### config.mk
export PLATFORM = sky130hd
export DESIGN_NAME = irq_steer_ctrl
export DESIGN_NICKNAME = d
export VERILOG_FILES = /design/src/rtl/irqc_pkg.sv /design/src/rtl/irqc_regs.sv /design/src/rtl/irqc_route.sv /design/src/rtl/irqc_rdmux.sv /design/src/rtl/irq_steer_ctrl.sv
export SDC_FILE = /design/constraint.sdc
export NUM_CORES = 1
export LEC_CHECK = 0
export BUFFER_PORTS_ARGS = -buffer_cell sky130_fd_sc_hd__buf_2
export CORE_UTILIZATION = 39
export CTS_CLUSTER_SIZE = 8
export DETAILED_ROUTE_END_ITERATION = 10
export SETUP_SLACK_MARGIN = 0.15
export SYNTH_ARGS = -nofsm -noshare
export SYNTH_HDL_FRONTEND = slang
export SYNTH_SLANG_ARGS = --single-unit
### constraint.sdc
create_clock -name clk -period 1.5 [get_ports clk]
set_clock_uncertainty 0.2 [all_clocks]
set_input_delay 0.075 -clock clk [delete_from_list [all_inputs] [get_ports clk]]
set_output_delay 0.075 -clock clk [all_outputs]
set_load 0.03 [all_outputs]
### src/rtl/irqc_pkg.sv
package irqc_pkg;

  localparam int unsigned WIDX_W = 4;

  // Word indices on the register port (byte offset / 4)
  localparam logic [WIDX_W-1:0] W_IPEND = 4'h0;
  localparam logic [WIDX_W-1:0] W_MASK  = 4'h1;
  localparam logic [WIDX_W-1:0] W_STEER = 4'h2;
  localparam logic [WIDX_W-1:0] W_CTRL  = 4'h3;
  localparam logic [WIDX_W-1:0] W_FPEND = 4'h4;
  localparam logic [WIDX_W-1:0] W_APEND = 4'h8;

  function automatic logic is_storable(input logic [WIDX_W-1:0] idx);
    return (idx == W_MASK) || (idx == W_STEER) || (idx == W_CTRL);
  endfunction

  function automatic logic is_readable(input logic [WIDX_W-1:0] idx);
    return is_storable(idx) || (idx == W_IPEND) || (idx == W_FPEND) || (idx == W_APEND);
  endfunction

endpackage

### src/rtl/irqc_regs.sv
module irqc_regs
  import irqc_pkg::*;
#(
  parameter int unsigned          N_SRC = 32,
  parameter logic [N_SRC-1:0]     HOLES = 32'h0000_4000
) (
  input  logic               clk,
  input  logic               rst_n,
  input  logic               wr_en,
  input  logic [WIDX_W-1:0]  wr_idx,
  input  logic [N_SRC-1:0]   wr_data,
  output logic [N_SRC-1:0]   mask_q,
  output logic [N_SRC-1:0]   steer_q,
  output logic               ctl_q
);

  localparam logic [N_SRC-1:0] LIVE = ~HOLES;

  always_ff @(posedge clk or negedge rst_n) begin
    if (!rst_n) begin
      mask_q  <= '0;
      steer_q <= '0;
      ctl_q   <= 1'b0;
    end else if (wr_en) begin
      case (wr_idx)
        W_MASK:  mask_q  <= wr_data & LIVE;
        W_STEER: steer_q <= wr_data & LIVE;
        W_CTRL:  ctl_q   <= wr_data[0];
        default: ;
      endcase
    end
  end

  // writes to views or unmapped words leave storage untouched
  a_r8_unstored_write_inert: assert property (@(posedge clk) disable iff (!rst_n)
    (wr_en && !is_storable(wr_idx)) |=> ($stable(mask_q) && $stable(steer_q) && $stable(ctl_q)));

endmodule

### src/rtl/irqc_route.sv
module irqc_route #(
  parameter int unsigned      N_SRC = 32,
  parameter logic [N_SRC-1:0] HOLES = 32'h0000_4000
) (
  input  logic               clk,
  input  logic               rst_n,
  input  logic [N_SRC-1:0]   req,
  input  logic [N_SRC-1:0]   mask_q,
  input  logic [N_SRC-1:0]   steer_q,
  input  logic               ctl_q,
  output logic [N_SRC-1:0]   raw,
  output logic [N_SRC-1:0]   ipend,
  output logic [N_SRC-1:0]   fpend,
  output logic               wake_d
);

  logic [N_SRC-1:0] enabled;

  for (genvar g = 0; g < N_SRC; g++) begin : g_src
    if (HOLES[g]) begin : g_hole
      assign raw[g]     = 1'b0;
      assign enabled[g] = 1'b0;
      assign ipend[g]   = 1'b0;
      assign fpend[g]   = 1'b0;
    end else begin : g_live
      assign raw[g]     = req[g];
      assign enabled[g] = req[g] & mask_q[g];
      assign ipend[g]   = enabled[g] & ~steer_q[g];
      assign fpend[g]   = enabled[g] &  steer_q[g];
    end
  end

  assign wake_d = ctl_q ? (|enabled) : (|raw);

  // nothing pending without its mask bit
  a_r2_masked_quiet: assert property (@(posedge clk) disable iff (!rst_n)
    ((ipend | fpend) & ~mask_q) == '0);

  // a source is steered to one line only
  a_r3_single_line: assert property (@(posedge clk) disable iff (!rst_n)
    (ipend & fpend) == '0);

  // unused sources never show as active
  a_r6_hole_silent: assert property (@(posedge clk) disable iff (!rst_n)
    (raw & HOLES) == '0);

endmodule

### src/rtl/irqc_rdmux.sv
module irqc_rdmux
  import irqc_pkg::*;
#(
  parameter int unsigned N_SRC = 32
) (
  input  logic               clk,
  input  logic               rst_n,
  input  logic               rd_en,
  input  logic [WIDX_W-1:0]  rd_idx,
  input  logic [N_SRC-1:0]   mask_q,
  input  logic [N_SRC-1:0]   steer_q,
  input  logic               ctl_q,
  input  logic [N_SRC-1:0]   ipend,
  input  logic [N_SRC-1:0]   fpend,
  input  logic [N_SRC-1:0]   raw,
  output logic [N_SRC-1:0]   rdata_q
);

  logic [N_SRC-1:0] sel_word;

  always_comb begin
    case (rd_idx)
      W_IPEND: sel_word = ipend;
      W_MASK:  sel_word = mask_q;
      W_STEER: sel_word = steer_q;
      W_CTRL:  sel_word = {{(N_SRC-1){1'b0}}, ctl_q};
      W_FPEND: sel_word = fpend;
      W_APEND: sel_word = raw;
      default: sel_word = '0;
    endcase
  end

  always_ff @(posedge clk or negedge rst_n) begin
    if (!rst_n)      rdata_q <= '0;
    else if (rd_en)  rdata_q <= sel_word;
    else             rdata_q <= '0;
  end

  // unmapped words read as zero
  a_r8_unmapped_reads_zero: assert property (@(posedge clk) disable iff (!rst_n)
    (rd_en && !is_readable(rd_idx)) |=> (rdata_q == '0));

  // idle cycles return zero
  a_r10_idle_bus_zero: assert property (@(posedge clk) disable iff (!rst_n)
    !rd_en |=> (rdata_q == '0));

endmodule

### src/rtl/irq_steer_ctrl.sv
module irq_steer_ctrl
  import irqc_pkg::*;
#(
  parameter int unsigned      N_SRC = 32,
  parameter logic [N_SRC-1:0] HOLES = 32'h0000_4000
) (
  input  logic               clk,
  input  logic               rst_n,
  input  logic [N_SRC-1:0]   src_req,
  input  logic               bus_sel,
  input  logic               bus_we,
  input  logic [WIDX_W-1:0]  bus_word,
  input  logic [N_SRC-1:0]   bus_wdata,
  output logic [N_SRC-1:0]   bus_rdata,
  output logic               irq_o,
  output logic               fiq_o,
  output logic               wake_o
);

  logic             wr_en, rd_en;
  logic [N_SRC-1:0] mask_q, steer_q;
  logic             ctl_q;
  logic [N_SRC-1:0] raw, ipend, fpend;
  logic             wake_d;

  assign wr_en = bus_sel &  bus_we;
  assign rd_en = bus_sel & ~bus_we;

  irqc_regs #(.N_SRC(N_SRC), .HOLES(HOLES)) u_regs (
    .clk     (clk),
    .rst_n   (rst_n),
    .wr_en   (wr_en),
    .wr_idx  (bus_word),
    .wr_data (bus_wdata),
    .mask_q  (mask_q),
    .steer_q (steer_q),
    .ctl_q   (ctl_q)
  );

  irqc_route #(.N_SRC(N_SRC), .HOLES(HOLES)) u_route (
    .clk     (clk),
    .rst_n   (rst_n),
    .req     (src_req),
    .mask_q  (mask_q),
    .steer_q (steer_q),
    .ctl_q   (ctl_q),
    .raw     (raw),
    .ipend   (ipend),
    .fpend   (fpend),
    .wake_d  (wake_d)
  );

  irqc_rdmux #(.N_SRC(N_SRC)) u_rdmux (
    .clk     (clk),
    .rst_n   (rst_n),
    .rd_en   (rd_en),
    .rd_idx  (bus_word),
    .mask_q  (mask_q),
    .steer_q (steer_q),
    .ctl_q   (ctl_q),
    .ipend   (ipend),
    .fpend   (fpend),
    .raw     (raw),
    .rdata_q (bus_rdata)
  );

  always_ff @(posedge clk or negedge rst_n) begin
    if (!rst_n) begin
      irq_o  <= 1'b0;
      fiq_o  <= 1'b0;
      wake_o <= 1'b0;
    end else begin
      irq_o  <= |ipend;
      fiq_o  <= |fpend;
      wake_o <= wake_d;
    end
  end

  // each line follows its pending view one edge later
  a_r4_irq_tracks: assert property (@(posedge clk) disable iff (!rst_n)
    (|ipend) |=> irq_o);
  a_r4_fiq_tracks: assert property (@(posedge clk) disable iff (!rst_n)
    !(|fpend) |=> !fiq_o);

  // with the gate set, masked-off requests cannot wake
  a_r9_wake_gated: assert property (@(posedge clk) disable iff (!rst_n)
    (ctl_q && ((raw & mask_q) == '0)) |=> !wake_o);

endmodule

==> metrics.csv <==
metric;value;unit
num_antenna_cells;0;
async_flop_share;100;%
wl_per_cell;21.2;µm
maxCapViolCount;0;
synthToLayoutAreaGrowth;53.8;%
ys_types;38;
fin_crit;1510;ps
place_area;0.00612;mm²
power.density;1030;mW/mm²
tns;-6.58;ps
cts_sinks;97;
grt_overflow_total;0;
outcome;finished with violations;
final.setup.worst_slack;-6.58;ps
die_area;0.0136;mm²
clock_latency;360;ps
synth_cells;457;
die_width;117;µm
pin_count;107;
synth-seq-cells;97;
power;8.08;mW
violations;hold timing, setup timing;
end_kind;register;
avgViaCountPerCell;5.85;
peakVddDrop;0.806;mV
final_cell_mix;buf_2, dfrtp_1, buf_4, dlygate4sd3_1, mux2_4;
hpwl;11.3;mm
yosys.area.top_type;dfrtp_1;
htree_levels;3;
rows;41;
startpoint_type;register;
synth_edf_count;0;
start_util;40.3;%
required;1510;ps
hold_start;src_req[10];
grt_pass1_wl;27.0;mm
synth_area_leaders;dfrtp_1, mux2_1, a222oi_1;
core;0.0127;mm²
path_delay_family;simple AND/OR/NAND/NOR gates;
first_pass_iters;6;
ant_nets;0;
drt-initial-drc-count;559;
track_usage;27.1;%
crit_path_start;u_regs.steer_q[21];
critPathMaxStageDelay;410;ps
fin_area;0.00788;mm²
hold_class;input port to register;
clk_pin_slew_worst_paths;60;ps
place.gp.congestion;0.926;
synth_nets;529;
cts_buffers;9;
fmax;0.664;GHz
ys_dominant_reg_cell;dfrtp_1;
critPathBufInv;1;
ys_seq_area_share;47.4;%
fillCellCount;1085;
drc;0;
cp_max_fo;3;
fin_hold_ws;-4.97;ps
rsz0062_at_grt;yes;
grt_pass1_vias;4942;
mostFrequentLayoutCell;buf_2;
ctsLongestPathBuffers;2;
cp_slowest_cell;dfrtp_1;
synth_top_area_share;47.4;%
via_count;5118;
yosys_warnings;0;
cts-root-buf;clkbuf_16;
report.final.slew_viol_count;0;
r2r_start;u_regs.steer_q[21];
crit_type;register to register;
finish.net_count;771;
period_share;100;%
syn_avg_cell_area;11.2;µm²
crit_path_cell_trace;buf_6, nand3_2, nand4_1, nor4_2, nand2_1;
antenna_found_initial;0;
port_buffers;103;
layout-drive-gt1-share;43.7;%
p_leak;3.55;nW
setup_viol;1;
die_h;117;µm
cts_tree;built;
routed_wl;18.6;mm
hold_viol_final;3;
grt_max_degree;50;
critPathArrivalTime;1520;ps
synthesis.area;0.00512;mm²
[per-stage QoR]
stage / utilization (%) / hold WS (ps) / setup WS (ps) / std cells
after detailed placement: 48.1 / -111 / -279 / 749
after global placement: 48.1 / -104 / -191 / 749
final: 61.9 / -4.97 / -6.58 / 875
after floorplan: - / -421 / -17.5 / 457
after global routing: 61.9 / 13.9 / -56.8 / 875
after CTS: 58.1 / -6.85 / -18.9 / 858
[tightest hold or removal path, cell delays in order]
cell and delay [ps]:
buf_2 130, a31o_1 160, a222oi_1 70, nor2_1 80
[layout make-up]
cell class | count | area [µm²] | share of cell area [%]
Multi-Input combinational cell | 329 | 2830 | 35.9
Sequential cell | 97 | 2440 | 30.9
Timing Repair Buffer | 262 | 2120 | 26.9
Clock buffer | 13 | 270 | 3.43
Tap cell | 172 | 215 | 2.73
Clock inverter | 2 | 12.5 | 0.159
[final timing paths]
check | to | slack (ps) | cells after the start
max in group asynchronous | u_regs.steer_q[15] | 790 | 3
setup / recovery | fiq_o | -7 | 5
hold reg to reg | u_regs.mask_q[16] | 370 | 1
min in group asynchronous | u_rdmux.rdata_q[30] | 50 | 3
hold / removal | u_rdmux.rdata_q[10] | -5 | 4
setup reg to reg | fiq_o | -7 | 5
[power by group]
group	switching [mW]	internal [mW]
sequential	0.433	2.98
clock	1.01	1.25
combinational	1.00	1.41
[synth_stat cells (all sizes together) (8+ instances only)]
library cell / instances
dfrtp: 97
mux2: 64
nand3: 34
nor2: 31
nand2: 30
a222oi: 28
a31o: 28
xnor2: 28
buf: 25
nand4: 17
nor4: 14
o22ai: 11
nand3b: 8
[kinds of logic after synthesis]
logic type	share of synthesized area (%)
AO/OA/AOI/OAI	13.9
XOR/XNOR	4.79
buffers and inverters	4.37
flip-flops	47.4
multiplexers	14.1
other	0.0732
AND/OR/NAND/NOR	15.4
[layer usage]
metal,track usage [%],vias to the layer above,routed length [µm]
met3,5.50,43,1570
met5,0,-,0
met2,42.8,284,8690
met4,10.5,0,410
li1,-,2255,-
met1,36.5,2536,7890
[what timing repair did]
item,CTS,global route
hold endpoints to repair,192,1
pin swaps,66,66
hold buffers,65,1
gates resized for setup,22,81
cloned,2,4
endpoints found under the setup margin,71,93
setup buffers,27,12
[flip-flops by register name, summed over array words and instances, names as in the netlist]
register / cells
wake_o: 1
u_regs.ctl_q: 1
u_regs.steer_q: 31
fiq_o: 1
u_regs.mask_q: 31
irq_o: 1
u_rdmux.rdata_q: 31
Note: power is estimated with default switching activity, not from simulation.
